File: src/rtl/eag_pkg.sv
package eag_pkg;

  // addressing-mode codes; the decoder drives these values
  localparam logic [3:0] AM_REG      = 4'd0;
  localparam logic [3:0] AM_POSTINC  = 4'd1;
  localparam logic [3:0] AM_PREDEC   = 4'd2;
  localparam logic [3:0] AM_DISP_S   = 4'd3;
  localparam logic [3:0] AM_DISP_L   = 4'd4;
  localparam logic [3:0] AM_IDX_REG  = 4'd5;
  localparam logic [3:0] AM_IDX_GLB  = 4'd6;
  localparam logic [3:0] AM_GLB_DISP = 4'd7;
  localparam logic [3:0] AM_PC_LIT   = 4'd8;
  localparam logic [3:0] AM_TBL_PTR  = 4'd9;

  // operand size codes
  localparam logic [1:0] SZ_BYTE = 2'd0;
  localparam logic [1:0] SZ_WORD = 2'd1;

  typedef enum logic {
    ST_IDLE = 1'b0,
    ST_WAIT = 1'b1
  } seq_state_e;

endpackage

File: src/rtl/eag_scaler.sv
// Zero-extends a narrow field and multiplies it by a power of two.
module eag_scaler #(
  parameter int IN_W = 8,
  parameter int AW   = 32
) (
  input  logic [IN_W-1:0] val_i,
  input  logic [1:0]      sh_i,
  output logic [AW-1:0]   out_o
);
  localparam int PAD_W = AW - IN_W;

  logic [AW-1:0] ext;
  assign ext   = {{PAD_W{1'b0}}, val_i};
  assign out_o = ext << sh_i;
endmodule

File: src/rtl/eag_comb.sv
// Combinational address formation for every single-step mode,
// plus the pointer address of the table mode.
module eag_comb
  import eag_pkg::*;
#(
  parameter int AW     = 32,
  parameter int DISP_W = 12
) (
  input  logic [3:0]        mode_i,
  input  logic [1:0]        size_i,
  input  logic [AW-1:0]     reg_i,
  input  logic [AW-1:0]     idx_i,
  input  logic [AW-1:0]     glb_base_i,
  input  logic [AW-1:0]     tbl_base_i,
  input  logic [AW-1:0]     pc_i,
  input  logic [DISP_W-1:0] disp_i,
  output logic [AW-1:0]     addr_o,
  output logic              wb_en_o,
  output logic [AW-1:0]     wb_val_o,
  output logic              is_tbl_o,
  output logic [AW-1:0]     tbl_addr_o
);
  localparam int SHORT_W = 4;
  localparam int MID_W   = 8;

  logic [1:0]    sz_sh;
  logic [1:0]    pc_sh;
  logic [AW-1:0] step;
  logic [AW-1:0] off_s, off_l, off_g, off_pc;
  logic [AW-1:0] pc_base;

  assign sz_sh   = (size_i == SZ_BYTE) ? 2'd0 : (size_i == SZ_WORD) ? 2'd1 : 2'd2;
  assign pc_sh   = (sz_sh == 2'd2) ? 2'd2 : 2'd1;
  assign step    = AW'(1) << sz_sh;
  assign pc_base = (pc_sh == 2'd2) ? {pc_i[AW-1:2], 2'b00} : pc_i;

  eag_scaler #(.IN_W(SHORT_W), .AW(AW)) u_sc_short (
    .val_i(disp_i[SHORT_W-1:0]), .sh_i(sz_sh), .out_o(off_s));
  eag_scaler #(.IN_W(DISP_W), .AW(AW)) u_sc_long (
    .val_i(disp_i), .sh_i(sz_sh), .out_o(off_l));
  eag_scaler #(.IN_W(MID_W), .AW(AW)) u_sc_glb (
    .val_i(disp_i[MID_W-1:0]), .sh_i(sz_sh), .out_o(off_g));
  eag_scaler #(.IN_W(MID_W), .AW(AW)) u_sc_pc (
    .val_i(disp_i[MID_W-1:0]), .sh_i(pc_sh), .out_o(off_pc));
  eag_scaler #(.IN_W(MID_W), .AW(AW)) u_sc_tbl (
    .val_i(disp_i[MID_W-1:0]), .sh_i(2'd2), .out_o(tbl_addr_o));

  // tbl_addr_o carries only the scaled offset out of the scaler; add base below
  logic [AW-1:0] tbl_off;
  assign tbl_off = tbl_addr_o;

  always_comb begin
    addr_o   = reg_i;
    wb_en_o  = 1'b0;
    wb_val_o = reg_i;
    is_tbl_o = 1'b0;
    case (mode_i)
      AM_POSTINC: begin
        wb_en_o  = 1'b1;
        wb_val_o = reg_i + step;
      end
      AM_PREDEC: begin
        addr_o   = reg_i - step;
        wb_en_o  = 1'b1;
        wb_val_o = reg_i - step;
      end
      AM_DISP_S:   addr_o = reg_i + off_s;
      AM_DISP_L:   addr_o = reg_i + off_l;
      AM_IDX_REG:  addr_o = idx_i + reg_i;
      AM_IDX_GLB:  addr_o = idx_i + glb_base_i;
      AM_GLB_DISP: addr_o = glb_base_i + off_g;
      AM_PC_LIT:   addr_o = pc_base + off_pc;
      AM_TBL_PTR: begin
        addr_o   = tbl_base_i + tbl_off;
        is_tbl_o = 1'b1;
      end
      default: addr_o = reg_i;
    endcase
  end
endmodule

File: src/rtl/eag_seq.sv
// Output registers and the two-step table sequencer.
module eag_seq
  import eag_pkg::*;
#(
  parameter int AW = 32
) (
  input  logic          clk_i,
  input  logic          rst_i,
  input  logic          req_valid_i,
  input  logic          is_tbl_i,
  input  logic [AW-1:0] addr_i,
  input  logic          wb_en_i,
  input  logic [AW-1:0] wb_val_i,
  input  logic [AW-1:0] ptr_rdata_i,
  input  logic          ptr_rvalid_i,
  output logic          ea_valid_o,
  output logic [AW-1:0] ea_o,
  output logic          wb_en_o,
  output logic [AW-1:0] wb_val_o,
  output logic          ptr_rd_o,
  output logic [AW-1:0] ptr_addr_o,
  output logic          busy_o
);
  seq_state_e st;

  always_ff @(posedge clk_i) begin
    if (rst_i) begin
      st         <= ST_IDLE;
      ea_valid_o <= 1'b0;
      ea_o       <= '0;
      wb_en_o    <= 1'b0;
      wb_val_o   <= '0;
      ptr_rd_o   <= 1'b0;
      ptr_addr_o <= '0;
    end else begin
      ea_valid_o <= 1'b0;
      wb_en_o    <= 1'b0;
      ptr_rd_o   <= 1'b0;
      case (st)
        ST_IDLE: begin
          if (req_valid_i) begin
            if (is_tbl_i) begin
              ptr_rd_o   <= 1'b1;
              ptr_addr_o <= addr_i;
              st         <= ST_WAIT;
            end else begin
              ea_valid_o <= 1'b1;
              ea_o       <= addr_i;
              wb_en_o    <= wb_en_i;
              wb_val_o   <= wb_val_i;
            end
          end
        end
        ST_WAIT: begin
          if (ptr_rvalid_i) begin
            ea_valid_o <= 1'b1;
            ea_o       <= ptr_rdata_i;
            st         <= ST_IDLE;
          end
        end
        default: st <= ST_IDLE;
      endcase
    end
  end

  assign busy_o = (st == ST_WAIT);
endmodule

File: src/rtl/eag_unit.sv
module eag_unit #(
  parameter int AW     = 32,
  parameter int DISP_W = 12
) (
  input  logic              clk_i,
  input  logic              rst_i,
  input  logic              req_valid_i,
  input  logic [3:0]        mode_i,
  input  logic [1:0]        size_i,
  input  logic [AW-1:0]     reg_i,
  input  logic [AW-1:0]     idx_i,
  input  logic [AW-1:0]     glb_base_i,
  input  logic [AW-1:0]     tbl_base_i,
  input  logic [AW-1:0]     pc_i,
  input  logic [DISP_W-1:0] disp_i,
  input  logic [AW-1:0]     ptr_rdata_i,
  input  logic              ptr_rvalid_i,
  output logic              ea_valid_o,
  output logic [AW-1:0]     ea_o,
  output logic              wb_en_o,
  output logic [AW-1:0]     wb_val_o,
  output logic              ptr_rd_o,
  output logic [AW-1:0]     ptr_addr_o,
  output logic              busy_o
);
  logic [AW-1:0] c_addr, c_wb_val, c_tbl_off;
  logic          c_wb_en, c_is_tbl;

  eag_comb #(.AW(AW), .DISP_W(DISP_W)) u_comb (
    .mode_i(mode_i), .size_i(size_i), .reg_i(reg_i), .idx_i(idx_i),
    .glb_base_i(glb_base_i), .tbl_base_i(tbl_base_i), .pc_i(pc_i),
    .disp_i(disp_i), .addr_o(c_addr), .wb_en_o(c_wb_en),
    .wb_val_o(c_wb_val), .is_tbl_o(c_is_tbl), .tbl_addr_o(c_tbl_off));

  eag_seq #(.AW(AW)) u_seq (
    .clk_i(clk_i), .rst_i(rst_i), .req_valid_i(req_valid_i),
    .is_tbl_i(c_is_tbl), .addr_i(c_addr), .wb_en_i(c_wb_en),
    .wb_val_i(c_wb_val), .ptr_rdata_i(ptr_rdata_i),
    .ptr_rvalid_i(ptr_rvalid_i), .ea_valid_o(ea_valid_o), .ea_o(ea_o),
    .wb_en_o(wb_en_o), .wb_val_o(wb_val_o), .ptr_rd_o(ptr_rd_o),
    .ptr_addr_o(ptr_addr_o), .busy_o(busy_o));

  // the scaled table offset is already folded into c_addr inside u_comb
  logic unused_tbl_off;
  assign unused_tbl_off = ^c_tbl_off;
endmodule

File: config.mk
export PLATFORM = sky130hd
export DESIGN_NAME = eag_unit
export DESIGN_NICKNAME = d
export VERILOG_FILES = /design/src/rtl/eag_pkg.sv /design/src/rtl/eag_scaler.sv /design/src/rtl/eag_comb.sv /design/src/rtl/eag_seq.sv /design/src/rtl/eag_unit.sv
export SDC_FILE = /design/constraint.sdc
export NUM_CORES = 1
export LEC_CHECK = 0
export CAP_MARGIN = 20
export CORE_MARGIN = 2
export CORE_UTILIZATION = 44
export CTS_CLUSTER_SIZE = 24
export DETAILED_ROUTE_END_ITERATION = 10
export DONT_BUFFER_PORTS = 1
export PLACE_DENSITY = 0.61
export SYNTH_ARGS = -nofsm -noshare
export SYNTH_HDL_FRONTEND = slang
export SYNTH_SLANG_ARGS = --single-unit
export TNS_END_PERCENT = 5
File: constraint.sdc
create_clock -name clk_i -period 9.36 [get_ports clk_i]
set_input_delay 1.872 -clock clk_i [delete_from_list [all_inputs] [get_ports clk_i]]
set_output_delay 1.872 -clock clk_i [all_outputs]
set_load 0.01 [all_outputs]
==> flow_summary_export.csv <==
group,metric,value,unit
status,status,"finished clean",
floorplan,die_w,176.6,microns
cts,path_clk_slew,0.08,ns
setup_path,ff2ff_setup_slack,6.62,ns
power,p_int,905.7,uW
placed_design,dp_hpwl,45390,microns
synth,synth_top_area_share,0.1528,
power,seqPwrFrac,0.327,
synth,syn_area,13100,sq um
routing,wirelength,56970,microns
synth,yosys_warnings,0,
setup_path,cp.required,9.59,ns
timing,drv_slew,0,
timing,timing.final.crit_share,0.6326,
timing,tns,0,ns
synth,postSynthCellCount,1909,
synth,yosys-top-cells-area,"dfxtp_1 (15%), ha_1 (8.8%), a21oi_1 (7.0%)",
hold_path,whs_path_depth,2,
finish,drive_above_1_share,0.04088,
power,p_leak,0.005139,uW
run,drv_cap,0,
power,p_sw,583.1,uW
power,pwr-share-clk,0.276,
synth,avgSynthCellArea,6.864,sq um
placed_design,placed_area,13260,sq um
timing,hold_violations,0,
routing,num_vias,14530,
global_route,grt_max_degree,97,
cts,clock_path_buffers,2,
cts,insertion_delay,0.35,ns
timing,rsz0062_at_grt,"no",
finish,fin_area,13660,sq um
setup_path,endpoint_kind,"register",
synth,synth_top_cell_by_area,"dfxtp_1",
cts,numCtsBuffers,9,
synth,synth_enable_flop_cells,0,
cts,cts_tree,"built",
synth,ys_top_cells_by_count,"nor2_1 (205), nand2_1 (199), a21oi_1 (182)",
setup_path,ff2ff_path_depth,9,
floorplan,die_h,176.6,microns
timing,worst_pin_slew,1.026,ns
floorplan,ioPinCount,314,
routing,ant_nets,0,
global_route,grt_pass1_wl,83050,microns
synth,synth-seq-cells,100,
finish,antennaDiodeCount,0,
routing,drt_first_iter_violations,1587,
cts,cts_setup_buffers,0,
synth,seq_area_frac_synth,0.1528,
power,ir_drop,0.07557,mV
synth,synthArstFlopShare,0,
setup_path,cp-start-kind,"input port",
global_route,grt_use_total,0.3489,
synth,synthMostInstantiatedCell,"nor2_1",
timing,fin_crit,5.921,ns
routing,via_per_inst,6.605,
placed_design,finalWeightedCongestion,1.032,
power,power-per-cell-area,109.0,nW/um^2
power,power_frac_comb,0.398,
global_route,grt_pass1_vias,13150,
floorplan,start_util,0.4444,
routing,drt-wirelength-per-cell,25.90,microns
timing,hold_ws,0.5037,ns
floorplan,dieArea,31180,sq um
floorplan,core_area,29480,sq um
power,netSwitchingFraction,0.3916,
timing,setup_viol,0,
setup_path,arrival,6.15,ns
finish,area_growth,4.259,%
hold_path,min_path_type,"reg2reg",
floorplan,row_count,63,
synth,synthFlopType,"dfxtp_1",
cts,h-tree-depth,3,
cts,cts_resized,0,
timing,fmaxAchievable,168.9,MHz
cts,hold_buffers,0,
placed_design,io_buffers,0,
setup_path,crit_fanout,21,
synth,synth.distinct_cells,82,
timing,worst_clock_skew,0.006717,ns
routing,drc,0,
global_route,antenna_found_initial,1,
setup_path,path_class,"in2reg",
cts,cts_sinks,100,
global_route,overflow,0,
timing,relSlewSlack,0.3131,
routing,drt_pass1_iterations,6,
cts,root_buffer,"clkbuf_16",
finish,nets,2117,
## area by class of cell
class | count | area (sq um)
Clock buffer | 10 | 229.0
Clock inverter | 6 | 95.09
Fill cell | 3075 | 15820
Inverter | 39 | 146.4
Multi-Input combinational cell | 1633 | 10480
Sequential cell | 100 | 2003
Tap cell | 390 | 488.0
Timing Repair Buffer | 22 | 217.7
## layout by cell type (no fill, tap or decap), types with 9 or more instances in the layout
cell       synthesis  routed
a211o_1           10      10
a211oi_1          56      56
a21o_1            30      30
a21oi_1          182     181
a221oi_1          17      17
a22oi_1           13      13
a31oi_1           27      27
and2_1            32      32
and3_1            42      42
buf_4              0      19
clkbuf_16          0       9
dfxtp_1          100      99
ha_1              92      92
inv_1             38      38
mux2_2             9       9
mux2i_1           31      31
nand2_1          199     199
nand2b_1          17      17
nand3_1           62      62
nand3b_1          11      11
nand4_1           33      33
nor2_1           205     202
nor2b_1           14      14
nor3_1            61      61
nor4_1            10      10
o211ai_1          31      31
o21a_1            17      17
o21ai_0          125     125
o21bai_1           9       9
o221ai_1           9       9
o22ai_1           10      10
o31ai_1           12      12
or3_1             16      16
xnor2_1           72      71
xor2_1            54      54
## power by group through the flow
stage / sequential (uW) / combinational [uW] / clock (uW)
finish: 486 / 592 / 410
floorplan: 486 / 429 / 0
global route: 490 / 639 / 432
CTS: 486 / 571 / 414
detailed placement: 496 / 568 / 0
global placement: 496 / 568 / 0
## kinds of logic (layout without fill, tap and decap cells)
logic type	count (synthesis)	in the layout	synth area share
AND/OR/NAND/NOR	746	746	0.2773
AO/OA/AOI/OAI	619	619	0.3046
buffers and inverters	178	77	0.05204
XOR/XNOR	126	126	0.08422
flip-flops	100	100	0.1528
adder cells (fa/ha/maj)	98	98	0.09702
multiplexers	40	40	0.03142
other	2	4	0.0005732
## layer usage
layer  share of wire  vias up  routed length, microns  global-route usage
met3            0.12       79                    7089             0.09216
li1                -     6820                       -                   -
met4           0.026        2                    1468             0.09883
met1            0.43     6808                   24680              0.4973
met5         0.00021        -                      12                   0
met2            0.42      823                   23720              0.5127
## metrics by stage
| stage | util | instances | power, uW | worst slack, ns |
|---|---|---|---|---|
| floorplan | - | 1911 | 914.8 | 3.675 |
| global placement | 0.4498 | 2181 | 1064 | 2.973 |
| detailed placement | 0.4498 | 2181 | 1064 | 2.915 |
| CTS | 0.4608 | 2197 | 1471 | 3.262 |
| global route | 0.4634 | 2200 | 1560 | 3.161 |
| finish | 0.4634 | 2200 | 1489 | 3.439 |
## worst paths after layout
kind | start | endpoint
worst max register to register | u_seq.busy_o | u_seq.ea_o[15]
worst min register to register | u_seq.ptr_addr_o[22] | u_seq.ptr_addr_o[22]
worst max-delay path | mode_i[1] | u_seq.ea_o[24]
worst min-delay path | u_seq.ptr_addr_o[22] | u_seq.ptr_addr_o[22]
## flip-flops by register name, indices dropped and copies added, names as in the netlist
register          flops
u_seq.ptr_addr_o     32
u_seq.wb_val_o       32
u_seq.ea_o           32
u_seq.busy_o          1
u_seq.ea_valid_o      1
u_seq.ptr_rd_o        1
u_seq.wb_en_o         1
## worst max-delay path: stages
cell and delay [ns]:
nor3b_2 0.15, buf_4 0.26, and2_1 0.42, nand2_1 0.09, o21ai_0 0.18, ha_1 0.28, inv_1 0.06, fa_1 0.37
nand2b_1 0.20, a21oi_1 0.26, o21ai_0 0.21, a31oi_1 0.45, a21boi_0 0.26, mux2i_1 0.30, o2111ai_1 0.20, o31ai_1 0.46
a211oi_1 0.13
(Power assumes the default switching activity.)
